[src/rtl/tg_pkg.sv]
package tg_pkg;
  localparam int MODE_W = 3;
  typedef enum logic [MODE_W-1:0] {
    MODE_NFOLD = 3'd0,
    MODE_TWO   = 3'd1,
    MODE_ONE   = 3'd2,
    MODE_EXT   = 3'd3,
    MODE_INT   = 3'd4
  } tg_mode_e;
endpackage

[src/rtl/tg_stretch.sv]
module tg_stretch #(
  parameter int N_CH  = 9,
  parameter int WIN_W = 4
) (
  input  logic             clk_i,
  input  logic             rst_ni,
  input  logic [N_CH-1:0]  hit_i,
  input  logic [WIN_W-1:0] win_i,
  output logic [N_CH-1:0]  act_o
);
  logic [WIN_W-1:0] ld;
  assign ld = (win_i == '0) ? WIN_W'(1) : win_i;

  for (genvar c = 0; c < N_CH; c++) begin : g_ch
    logic [WIN_W-1:0] cnt;
    always_ff @(posedge clk_i or negedge rst_ni) begin
      if (!rst_ni)              cnt <= '0;
      else if (hit_i[c])        cnt <= ld;
      else if (cnt != '0)       cnt <= cnt - WIN_W'(1);
    end
    assign act_o[c] = (cnt != '0);

    a_r1_stretch: assert property (@(posedge clk_i) disable iff (!rst_ni)
      hit_i[c] |=> act_o[c]);
  end
endmodule

[src/rtl/tg_prescale.sv]
module tg_prescale #(
  parameter int PS_W = 14
) (
  input  logic            clk_i,
  input  logic            rst_ni,
  input  logic            en_i,
  input  logic            ev_i,
  input  logic [PS_W-1:0] load_i,
  output logic            pass_o
);
  logic [PS_W-1:0] cnt;

  assign pass_o = en_i && ev_i && (cnt == '0);

  always_ff @(posedge clk_i or negedge rst_ni) begin
    if (!rst_ni)            cnt <= '0;
    else if (en_i && ev_i)  cnt <= (cnt == '0) ? load_i : cnt - PS_W'(1);
  end

  a_r4_reload: assert property (@(posedge clk_i) disable iff (!rst_ni)
    pass_o |=> cnt == $past(load_i));
endmodule

[src/rtl/tg_delay.sv]
module tg_delay #(
  parameter int DLY_W  = 8,
  parameter int MODE_W = 3
) (
  input  logic              clk_i,
  input  logic              rst_ni,
  input  logic              cand_i,
  input  logic [MODE_W-1:0] tag_i,
  input  logic [DLY_W-1:0]  delay_i,
  output logic              trig_o,
  output logic [MODE_W-1:0] tag_o
);
  logic              busy;
  logic [DLY_W-1:0]  dcnt;
  logic [MODE_W-1:0] tag_q;

  always_ff @(posedge clk_i or negedge rst_ni) begin
    if (!rst_ni) begin
      busy   <= 1'b0;
      dcnt   <= '0;
      tag_q  <= '0;
      trig_o <= 1'b0;
      tag_o  <= '0;
    end else begin
      trig_o <= 1'b0;
      tag_o  <= '0;
      if (!busy) begin
        if (cand_i) begin
          busy  <= 1'b1;
          dcnt  <= delay_i;
          tag_q <= tag_i;
        end
      end else if (dcnt == '0) begin
        busy   <= 1'b0;
        trig_o <= 1'b1;
        tag_o  <= tag_q;
      end else begin
        dcnt <= dcnt - DLY_W'(1);
      end
    end
  end

  a_r8_one_cycle: assert property (@(posedge clk_i) disable iff (!rst_ni)
    trig_o |=> !trig_o);
  a_r9_countdown: assert property (@(posedge clk_i) disable iff (!rst_ni)
    busy && dcnt != '0 |=> busy && dcnt == $past(dcnt) - DLY_W'(1));
  a_r9_issue: assert property (@(posedge clk_i) disable iff (!rst_ni)
    busy && dcnt == '0 |=> trig_o && !busy);
  a_r10_tag_idle: assert property (@(posedge clk_i) disable iff (!rst_ni)
    !trig_o |-> tag_o == '0);
endmodule

[src/rtl/trig_gen.sv]
module trig_gen
  import tg_pkg::*;
#(
  parameter int N_CH  = 9,
  parameter int WIN_W = 4,
  parameter int PS_W  = 14,
  parameter int PER_W = 20,
  parameter int DLY_W = 8,
  localparam int CNT_W = $clog2(N_CH + 1)
) (
  input  logic              clk_i,
  input  logic              rst_ni,
  input  logic [N_CH-1:0]   hit_i,
  input  logic              ext_trig_i,
  input  logic [MODE_W-1:0] mode_i,
  input  logic [CNT_W-1:0]  nfold_thr_i,
  input  logic [WIN_W-1:0]  win_len_i,
  input  logic [PS_W-1:0]   ps_two_i,
  input  logic [PS_W-1:0]   ps_one_i,
  input  logic [PER_W-1:0]  period_i,
  input  logic [DLY_W-1:0]  delay_i,
  output logic              trig_o,
  output logic [MODE_W-1:0] trig_mode_o
);
  logic [N_CH-1:0]  act;
  logic [CNT_W-1:0] mult, mult_q;
  logic             nfold_ev, two_ev, one_ev, ext_ev, int_ev;
  logic             two_pass, one_pass, cand;
  logic [2:0]       ext_q;
  logic [PER_W-1:0] per_cnt;

  tg_stretch #(.N_CH(N_CH), .WIN_W(WIN_W)) u_stretch (
    .clk_i, .rst_ni, .hit_i, .win_i(win_len_i), .act_o(act)
  );

  always_comb begin
    mult = '0;
    for (int i = 0; i < N_CH; i++) mult = mult + CNT_W'(act[i]);
  end

  always_ff @(posedge clk_i or negedge rst_ni) begin
    if (!rst_ni) mult_q <= '0;
    else         mult_q <= mult;
  end

  assign nfold_ev = (mult_q >= nfold_thr_i) && (mult < nfold_thr_i);
  assign two_ev   = (mult_q < CNT_W'(2)) && (mult >= CNT_W'(2));
  assign one_ev   = (mult_q == '0) && (mult != '0);

  tg_prescale #(.PS_W(PS_W)) u_ps_two (
    .clk_i, .rst_ni, .en_i(mode_i == MODE_TWO), .ev_i(two_ev),
    .load_i(ps_two_i), .pass_o(two_pass)
  );
  tg_prescale #(.PS_W(PS_W)) u_ps_one (
    .clk_i, .rst_ni, .en_i(mode_i == MODE_ONE), .ev_i(one_ev),
    .load_i(ps_one_i), .pass_o(one_pass)
  );

  // two-flop synchronizer plus edge-detect stage
  always_ff @(posedge clk_i or negedge rst_ni) begin
    if (!rst_ni) ext_q <= '0;
    else         ext_q <= {ext_q[1:0], ext_trig_i};
  end
  assign ext_ev = ext_q[1] && !ext_q[2];

  always_ff @(posedge clk_i or negedge rst_ni) begin
    if (!rst_ni)              per_cnt <= '0;
    else if (per_cnt == '0)   per_cnt <= period_i;
    else                      per_cnt <= per_cnt - PER_W'(1);
  end
  assign int_ev = (per_cnt == '0);

  always_comb begin
    unique case (mode_i)
      MODE_NFOLD: cand = nfold_ev;
      MODE_TWO:   cand = two_pass;
      MODE_ONE:   cand = one_pass;
      MODE_EXT:   cand = ext_ev;
      MODE_INT:   cand = int_ev;
      default:    cand = 1'b0;
    endcase
  end

  tg_delay #(.DLY_W(DLY_W), .MODE_W(MODE_W)) u_delay (
    .clk_i, .rst_ni, .cand_i(cand), .tag_i(mode_i), .delay_i,
    .trig_o, .tag_o(trig_mode_o)
  );

  a_r6_ext_single: assert property (@(posedge clk_i) disable iff (!rst_ni)
    ext_ev |=> !ext_ev);
  a_r7_tick_single: assert property (@(posedge clk_i) disable iff (!rst_ni)
    int_ev && period_i != '0 |=> !int_ev);
  a_r10_tag_range: assert property (@(posedge clk_i) disable iff (!rst_ni)
    trig_o |-> trig_mode_o <= 3'd4);
endmodule

[config.mk]
export PLATFORM = sky130hd
export DESIGN_NAME = trig_gen
export DESIGN_NICKNAME = d
export VERILOG_FILES = /design/src/rtl/tg_pkg.sv /design/src/rtl/tg_stretch.sv /design/src/rtl/tg_prescale.sv /design/src/rtl/tg_delay.sv /design/src/rtl/trig_gen.sv
export SDC_FILE = /design/constraint.sdc
export NUM_CORES = 1
export LEC_CHECK = 0
export ABC_AREA = 1
export ABC_CLOCK_PERIOD_IN_PS = 5400
export BUFFER_PORTS_ARGS = -buffer_cell sky130_fd_sc_hd__buf_4
export CAP_MARGIN = 10
export CORE_MARGIN = 2
export CORE_UTILIZATION = 40
export CTS_CLUSTER_SIZE = 12
export DETAILED_ROUTE_END_ITERATION = 7
export GPL_TIMING_DRIVEN = 0
export MAX_ROUTING_LAYER = met4
export SLEW_MARGIN = 20
export SYNTH_ARGS = -nofsm -noshare
export SYNTH_HDL_FRONTEND = slang
export SYNTH_SLANG_ARGS = --single-unit
[constraint.sdc]
create_clock -name clk_i -period 5.4 [get_ports clk_i]
set_input_delay 1.08 -clock clk_i [delete_from_list [all_inputs] [get_ports clk_i]]
set_output_delay 1.08 -clock clk_i [all_outputs]
set_load 0.05 [all_outputs]
# Yosys cells after proc, flatten, opt, wreduce, memory -nomap -nowiden
# Index checks and enable logic that the tools add are counted.
# totals
reg_bits	107
out_inout_bits	4
elab_cells	121
# op_classes
reduce_logical	38
n_eq_ne	5
n_lt_le_gt_ge	4
n_mux	33
add_sub_neg	21
bitwise_logic	1
# ops
operator	count
2-to-1 mux 4 bit	19
nonzero test 4 bit	10
subtractor 4 x 1 -> 4 bit (second input constant)	9
zero test 14 bit	2
2-to-1 mux 14 bit	2
subtractor 14 x 1 -> 14 bit (second input constant)	2
2-to-1 mux 8 bit	3
adder 4 x 1 -> 4 bit	5
zero test 20 bit	1
2-to-1 mux 20 bit	1
nonzero test 2 bit	10
subtractor 20 x 1 -> 20 bit (second input constant)	1
logical AND 1 bit	8
zero test 4 bit	2
zero test 8 bit	1
subtractor 8 x 1 -> 8 bit (second input constant)	1
== test 3 x 2 -> 1 bit (second input constant)	2
2-to-1 mux 3 bit	2
2-to-1 mux 1 bit	5
one-hot mux 1 bit (5 select lines)	1
adder 3 x 1 -> 4 bit	1
greater-or-equal comparator 4 x 2 -> 1 bit (second input constant)	1
greater-or-equal comparator 4 bit	1
less-than comparator 4 x 2 -> 1 bit (second input constant)	1
other kinds (10)	11

# Depth between registers and ports, before layout
# Gate-level depths: netlist of the first run.
# logic_depth
ltp_word	16
ltp_mapped	23
mapped_depth_nobuf	23

# Hierarchy
# Synthesis of the first run repeated with hierarchy kept, for this count alone.
# hier_totals
cells_unflattened	1028
area_unflattened_um2	7349.5
# modules_own_cells
module	area_each_um2	instances	cells_each
tg_stretch	2362.3	1	314
tg_prescale	1087.3	2	165
trig_gen	1945.6	1	265
tg_delay	867.1	1	119

# Worst setup path after synthesis of the first run
# OpenSTA, ideal clock, no wires.
# synth_timing
kind	register to register
from	reg u_stretch.g_ch[1].cnt[0]
to	reg u_delay.dcnt[7]
required_ns	5.283
path_buffers	1
arrival_time_ns	4.282
setup_slack_ns	1.002
stages_incl_launch_ff	20
path_cell_list	dfrtp_1 -> inv_1 -> ha_1 -> nand2_1 -> fa_1 -> inv_1 -> fa_1 -> fa_1 -> fa_1 -> fa_1 -> inv_1 -> ha_1 -> a21oi_1 -> o21a_1 -> nand3_1 -> nand3_2 -> nand2_4 -> buf_12 -> nand3_1 -> nand2_1
# synth_via
elab_chain_len	16
elab_cells_between_ends	22
cone_classes	add/sub (8); order compare (2); mux (1); reduce/logical (11)
# synth_lines
element	line	text
from (decl)	tg_stretch.sv:15	logic [WIN_W-1:0] cnt;
from (signal assigned)	tg_stretch.sv:18	else if (hit_i[c]) cnt <= ld;
from (signal assigned)	tg_stretch.sv:19	else if (cnt != '0) cnt <= cnt - WIN_W'(1);
nonzero test 4 bit (*)	tg_stretch.sv:21	assign act_o[c] = (cnt != '0);
adder 1 x 1 -> 2 bit (*)	trig_gen.sv:38	for (int i = 0; i < N_CH; i++) mult = mult + CNT_W'(act[i]);
adder 2 x 1 -> 3 bit (*)	trig_gen.sv:38	
adder 3 x 1 -> 4 bit (*)	trig_gen.sv:38	
adder 4 x 1 -> 4 bit (*) (5 in a row)	trig_gen.sv:38	
net mult[1]	trig_gen.sv:26	logic [CNT_W-1:0] mult, mult_q;
greater-or-equal comparator 4 x 2 -> 1 bit / nonzero test 4 bit (equally long branches)	trig_gen.sv:47, trig_gen.sv:48	
logical AND 1 bit, on equally long branches	trig_gen.sv:47, trig_gen.sv:48	
logical AND 1 bit (2 in a row)	tg_prescale.sv:13	assign pass_o = en_i && ev_i && (cnt == '0);
one-hot mux 1 bit (5 select lines) (*)	trig_gen.sv:74	unique case (mode_i)
nonzero test 2 bit (no source line) (*)	-	
AND reduction 2 bit (no source line) (*)	-	
to (signal assigned)	tg_delay.sv:30	dcnt <= delay_i;
to (signal assigned)	tg_delay.sv:38	dcnt <= dcnt - DLY_W'(1);
to (decl)	tg_delay.sv:14	logic [DLY_W-1:0] dcnt;
# Mark *: on every way through the listed nets, which the timed path passes. The rest lies on a longest branch.
# A chain may end at the register's enable or synchronous reset.

# Final worst setup path of the first run
# Ends and elaborated chain as after synthesis.

==> results of run 1 <==
[state kept, by name, indices dropped and copies added, names as in the netlist]
signal / cells
u_ps_one.cnt: 14
ext_q: 3
mult_q: 4
u_delay.tag_q: 3
u_delay.dcnt: 8
u_delay.busy: 1
u_stretch.g_ch.cnt: 36
u_ps_two.cnt: 14
per_cnt: 20
u_delay.trig_o: 1
u_delay.tag_o: 3
[cells by family after synthesis]
kind of cell	count (synthesis)
and+or+nand+nor	321
AOI/OAI and AO/OA	149
buffers and inverters	136
xor gates and xnor gates	41
DFF	107
adders and majority gates	29
[cells in the final DEF (no fill, tap or decap), types with 2 or more instances in the layout]
cell type and count:
clkbuf_16 9, nand3_1 36, nand3_2 4, buf_4 81, a21oi_1 17, ha_1 24
xor2_1 19, dfrtp_1 107, o21ai_0 51, clkinv_1 3, nor2_4 6, nor4_1 2
o21ai_1 14, clkbuf_8 2, o221ai_1 15, o22ai_1 25, a221oi_1 2, o21ai_2 2
bufinv_16 2, o21bai_1 2, buf_6 3, inv_2 8, nor2_2 10, nand4_1 9
inv_1 113, fa_1 5, a31oi_1 11, xnor2_1 22, nor3_2 3, nand2_2 3
buf_2 4, nor3_1 10, nand2_4 3, nand2_1 129, o211ai_1 3, clkbuf_1 6
nor2_1 100
[critical path, cell delays in order, from the launching register on]
cell and delay [ns]:
dfrtp_1 0.39, inv_1 0.10, ha_1 0.15, nand2_1 0.12, fa_1 0.55, inv_1 0.05, fa_1 0.50, fa_1 0.54
fa_1 0.47, fa_1 0.52, inv_1 0.08, ha_1 0.27, a21oi_1 0.15, o21a_1 0.14, nand3_1 0.08, nand3_2 0.10
nand2_4 0.09, buf_12 0.15, nand3_1 0.06, nand2_1 0.06
[metrics by stage]
step	hold WS, ns	cells
after floorplan	0.331	783
after CTS	0.356	1098
final	0.355	1098
after global routing	0.364	1098
after detailed placement	0.339	1082
after global placement	0.333	1081
[area by class of cell]
class / count / area (µm²)
fill: 1567 / 8100
multi-input combinational: 540 / 3150
sequential: 107 / 2680
timing repair buffer: 83 / 647
inverter: 124 / 465
tap: 216 / 270
clock buffer: 12 / 256
buffer: 12 / 81.3
clock inverter: 4 / 72.6
[power by group through the flow]
stage / Clock (mW) / Combinational [mW] / Sequential (mW)
2_1_floorplan: 0 / 0.605 / 1.04
3_3_place_gp: 0 / 0.774 / 1.06
3_5_place_dp: 0 / 0.787 / 1.06
4_1_cts: 0.756 / 0.792 / 1.05
5_1_grt: 0.792 / 0.906 / 1.07
6_report: 0.730 / 0.781 / 1.05
[worst paths after layout]
check	endpoint	slack (ns)	depth (start not counted)
setup / recovery	u_delay.dcnt[7]	0.71	19
hold / removal	ext_q[1]	0.35	0
setup reg to reg	u_delay.dcnt[7]	0.71	19
hold reg to reg	ext_q[1]	0.35	0
max in group asynchronous	u_stretch.g_ch[2].cnt[0]	4.09	2
min in group asynchronous	u_delay.dcnt[2]	0.64	1
[routing by layer]
layer,vias up,GRT usage [%],part of all wire [%]
li1,2769,-,-
met1,2457,23.1,49
met2,80,27.8,46
met3,12,3.32,3.9
met4,0,4.87,1.2
met5,-,-,0
==> flow_metrics.tcl, run 1 <==
set metrics [dict create \
    status "completed" \
    dieArea_um2 16900 \
    tightest_slew_ns 0.953 \
    drcViolationCount 0 \
    drive_above_1_share_pct 16.9 \
    syn_inst 783 \
    p_sw_uw 842 \
    holdCritStartpoint "ext_q[0]" \
    hold_buffers 0 \
    numCtsBuffers 9 \
    p_leak_nw 3.62 \
    comb_power_share_pct 30.5 \
    slew_headroom_pct 36.2 \
    start_kind "flip-flop" \
    synth-edff-count 0 \
    rsz0062_at_grt "no" \
    crit_fanout 10 \
    clock-sinks 107 \
    drt-total-wl_um 13800 \
    initial_core_util_pct 40.5 \
    required_ns 5.64 \
    synth-simple-area-share_pct 23.2 \
    synth_nets 891 \
    pwr-share-seq_pct 41.0 \
    cts_tree "yes" \
    min_path_type "reg -> reg" \
    cp-end-kind "flip-flop" \
    pin_count 83 \
    cp.arrival_ns 4.93 \
    synth_top_cell_area_share_pct 42.0 \
    grtUsageTotal_pct 17.6 \
    insertedDiodeCount 0 \
    post_drt_wl_per_cell_um 12.6 \
    synth_top_family_by_area "simple AND/OR/NAND/NOR gates" \
    fin_crit_sh_pct 86.9 \
    fmax_ghz 0.213 \
    muxShareOfSynthArea_pct 0 \
    io_buffers 82 \
    swShare_pct 32.9 \
    yosysWarnings 0 \
    crit_type "reg -> reg" \
    irDropWorstVdd_uv 204 \
    area_growth_pct 19.6 \
    ctsResizeCount 0 \
    fin_nets 985 \
    dpl_cell_area_um2 7290 \
    core.rowCount 46 \
    grt_pass1_vias 4933 \
    drtIter0Drc 213 \
    via_count 5318 \
    timing.final.ws_setup_ns 0.706 \
    stdcell_area_um2 7620 \
    antenna_found_initial 0 \
    period_minus_slack_ns 4.69 \
    cts_root_buffer "clkbuf_16" \
    synth_compound_area_share_pct 14.3 \
    async_reset_ff_share_pct 100 \
    yosysUniqueCellTypes 47 \
    place_congestion 0.838 \
    first_pass_iters 4 \
    place_ws_ns 0.684 \
    syn_area_per_cell_um2 8.14 \
    grt.overflow.total 0 \
    finalMaxSlewViolations 0 \
    setup_viol 0 \
    reg2reg_from "u_stretch.g_ch[1].cnt[0]" \
    ys_seq_elements 107 \
    chipHeight_um 130 \
    syn_area_um2 6370 \
    final_core_util_pct 48.5 \
    fp.dieW_um 130 \
    p_int_mw 1.72 \
    synth_top_area_cell "dfrtp_1" \
    yosysMostFrequentCell "nand2_1" \
    synth.area.top_cells "dfrtp_1, nand2_1, inv_1, nor2_1, ha_1" \
    cts_max_path_buffers 2 \
    clk-insertion-delay-late_ns 0.35 \
    vias_per_cell 4.84 \
    grt_first_pass_wirelength_um 23000 \
    power_mw 2.56 \
    hold_viol 0 \
    core-area_um2 15700 \
    setup_tns_ns 0 \
    synth-adder-area-share_pct 6.29 \
    cp-startpoint "u_stretch.g_ch[1].cnt[0]" \
    post_cts_buffers 0 \
    maxCapViolCount 0 \
    clock_skew_ns 0.00733 \
    p_clk_share_pct 28.5 \
    ys_seq_area_share_pct 42.0 \
    grt_max_degree 70 \
    synth_commonest_cells "nand2_1, inv_1, dfrtp_1" \
    p_per_area_nw_per_um2 336 \
    dp_hpwl_um 9970 \
    yosys_most_used_dff "dfrtp_1" \
    ant_nets 0 \
    htreeDepth 3 \
    synth-xor-area-share_pct 5.64 \
    clkTransAtPathRegs_ns 0.07 \
]
Note: power is estimated with default switching activity, not from simulation.
==> inputs of run 2 (changes only) <==
RECOVER_POWER = 100   (was not set)
==> flow_metrics.tcl, run 2 (same netlist as run 1, synthesis figures left out) <==
set metrics [dict create \
    status "complete, but fails checks" \
    violations "max-capacitance violations, max-slew violations" \
    clock_skew_ns 0.00689 \
    final_core_util_pct 47.8 \
    rsz0062_at_grt "no" \
    initial_core_util_pct 40.5 \
    cp-end-kind "flip-flop" \
    antenna_found_initial 0 \
    dpl_cell_area_um2 7290 \
    cp.arrival_ns 5.08 \
    post_cts_buffers 0 \
    tightest_slew_ns 2.21 \
    ctsResizeCount 0 \
    via_count 5304 \
    crit_type "reg -> reg" \
    start_kind "flip-flop" \
    required_ns 5.64 \
    htreeDepth 3 \
    final_common_cell "nand2_1" \
    grt.overflow.total 0 \
    fin_crit_sh_pct 89.6 \
    place_congestion 0.838 \
    p_int_mw 1.71 \
    p_per_area_nw_per_um2 339 \
    setup_tns_ns 0 \
    grt_first_pass_wirelength_um 23000 \
    grt_max_degree 70 \
    crit_fanout 10 \
    fin_nets 985 \
    drcViolationCount 0 \
    ant_nets 0 \
    setup_viol 0 \
    io_buffers 82 \
    drive_above_1_share_pct 14.7 \
    clkTransAtPathRegs_ns 0.07 \
    slew_headroom_pct -47.5 \
    drtIter0Drc 214 \
    grt_pass1_vias 4933 \
    hold_viol 0 \
    dieArea_um2 16900 \
    cts_tree "yes" \
    cts_root_buffer "clkbuf_16" \
    irDropWorstVdd_uv 203 \
    clk-insertion-delay-late_ns 0.35 \
    dp_hpwl_um 9970 \
    stdcell_area_um2 7510 \
    swShare_pct 32.7 \
    drt-total-wl_um 13700 \
    comb_power_share_pct 30.1 \
    maxCapViolCount 2 \
    fp.dieW_um 130 \
    area_growth_pct 17.9 \
    hold_ws_ns 0.355 \
    p_leak_nw 3.54 \
    regMostFlops "u_stretch.g_ch.cnt" \
    chipHeight_um 130 \
    top_regs "u_stretch.g_ch.cnt x36, per_cnt x20" \
    insertedDiodeCount 0 \
    finalMaxSlewViolations 110 \
    core-area_um2 15700 \
    p_sw_uw 833 \
    vias_per_cell 4.83 \
    grtUsageTotal_pct 17.6 \
    period_minus_slack_ns 4.84 \
    largest_register_ff_count 36 \
    final_cell_mix "nand2_1, inv_1, dfrtp_1, nor2_1, buf_4" \
    pwr-share-seq_pct 41.2 \
    cts_max_path_buffers 2 \
    post_drt_wl_per_cell_um 12.5 \
    first_pass_iters 4 \
    numCtsBuffers 9 \
    fmax_ghz 0.207 \
    p_clk_share_pct 28.6 \
    clock-sinks 107 \
    min_path_type "reg -> reg" \
    hold_buffers 0 \
    pin_count 83 \
    num-fill-cells 1588 \
    core.rowCount 46 \
]
[run 2: cell types whose count changed in the layout (fill, tap and decap cells not counted), sizes merged]
cell | previous run | this run
buf | 90 | 77
clkbuf | 17 | 30
[run 2: layer usage]
metal	track usage, %	up-vias	wire length [µm]	share of wire (%)
met2	27.8	73	6270	46
met1	23.1	2451	6800	50
met3	3.32	14	461	3.4
met4	4.87	0	168	1.2
li1	-	2766	-	-
met5	-	-	0	0
[run 2: worst paths after layout]
path                                          start                        to  slack [ns]  cells after the start
setup / recovery           u_stretch.g_ch[1].cnt[0]           u_delay.dcnt[7]        0.56                     19
hold / removal                             ext_q[0]                  ext_q[1]        0.35                      0
setup reg to reg           u_stretch.g_ch[1].cnt[0]           u_delay.dcnt[7]        0.56                     19
hold reg to reg                            ext_q[0]                  ext_q[1]        0.35                      0
max in group asynchronous                    rst_ni  u_stretch.g_ch[2].cnt[0]        1.36                      2
min in group asynchronous                    rst_ni           u_delay.dcnt[2]        1.38                      1
[run 2: critical path, stage by stage (launching register included)]
cell and delay [ns]:
dfrtp_1 0.39, inv_1 0.10, ha_1 0.15, nand2_1 0.12, fa_1 0.55, inv_1 0.05
fa_1 0.50, fa_1 0.54, fa_1 0.47, fa_1 0.52, inv_1 0.08, ha_1 0.27
a21oi_1 0.15, o21a_1 0.14, nand3_1 0.08, nand3_2 0.07, nand2_1 0.19, buf_12 0.22
nand3_1 0.06, nand2_1 0.06
[run 2: per-stage QoR]
step	cells	power (mW)	setup WS [ns]
3_3_place_gp	1081	1.84	0.684
3_5_place_dp	1082	1.85	0.684
4_1_cts	1098	2.60	0.649
5_1_grt	1098	2.75	0.204
6_report	1098	2.54	0.560
2_1_floorplan	783	1.65	1.00
[run 2: area by class of cell]
class / count / area, µm² / area share [%]
clock buffer: 12 / 256 / 3.42
sequential: 107 / 2680 / 35.7
clock inverter: 4 / 72.6 / 0.966
inverter: 124 / 465 / 6.20
multi-input combinational: 540 / 3090 / 41.2
tap: 216 / 270 / 3.60
buffer: 12 / 77.6 / 1.03
timing repair buffer: 83 / 598 / 7.96
[run 2: power by group through the flow]
stage	logic, mW	registers (mW)	clock network [mW]
after detailed placement	0.787	1.06	0
after floorplan	0.605	1.04	0
after global routing	0.891	1.07	0.792
after CTS	0.792	1.05	0.756
after global placement	0.774	1.06	0
final	0.767	1.05	0.729
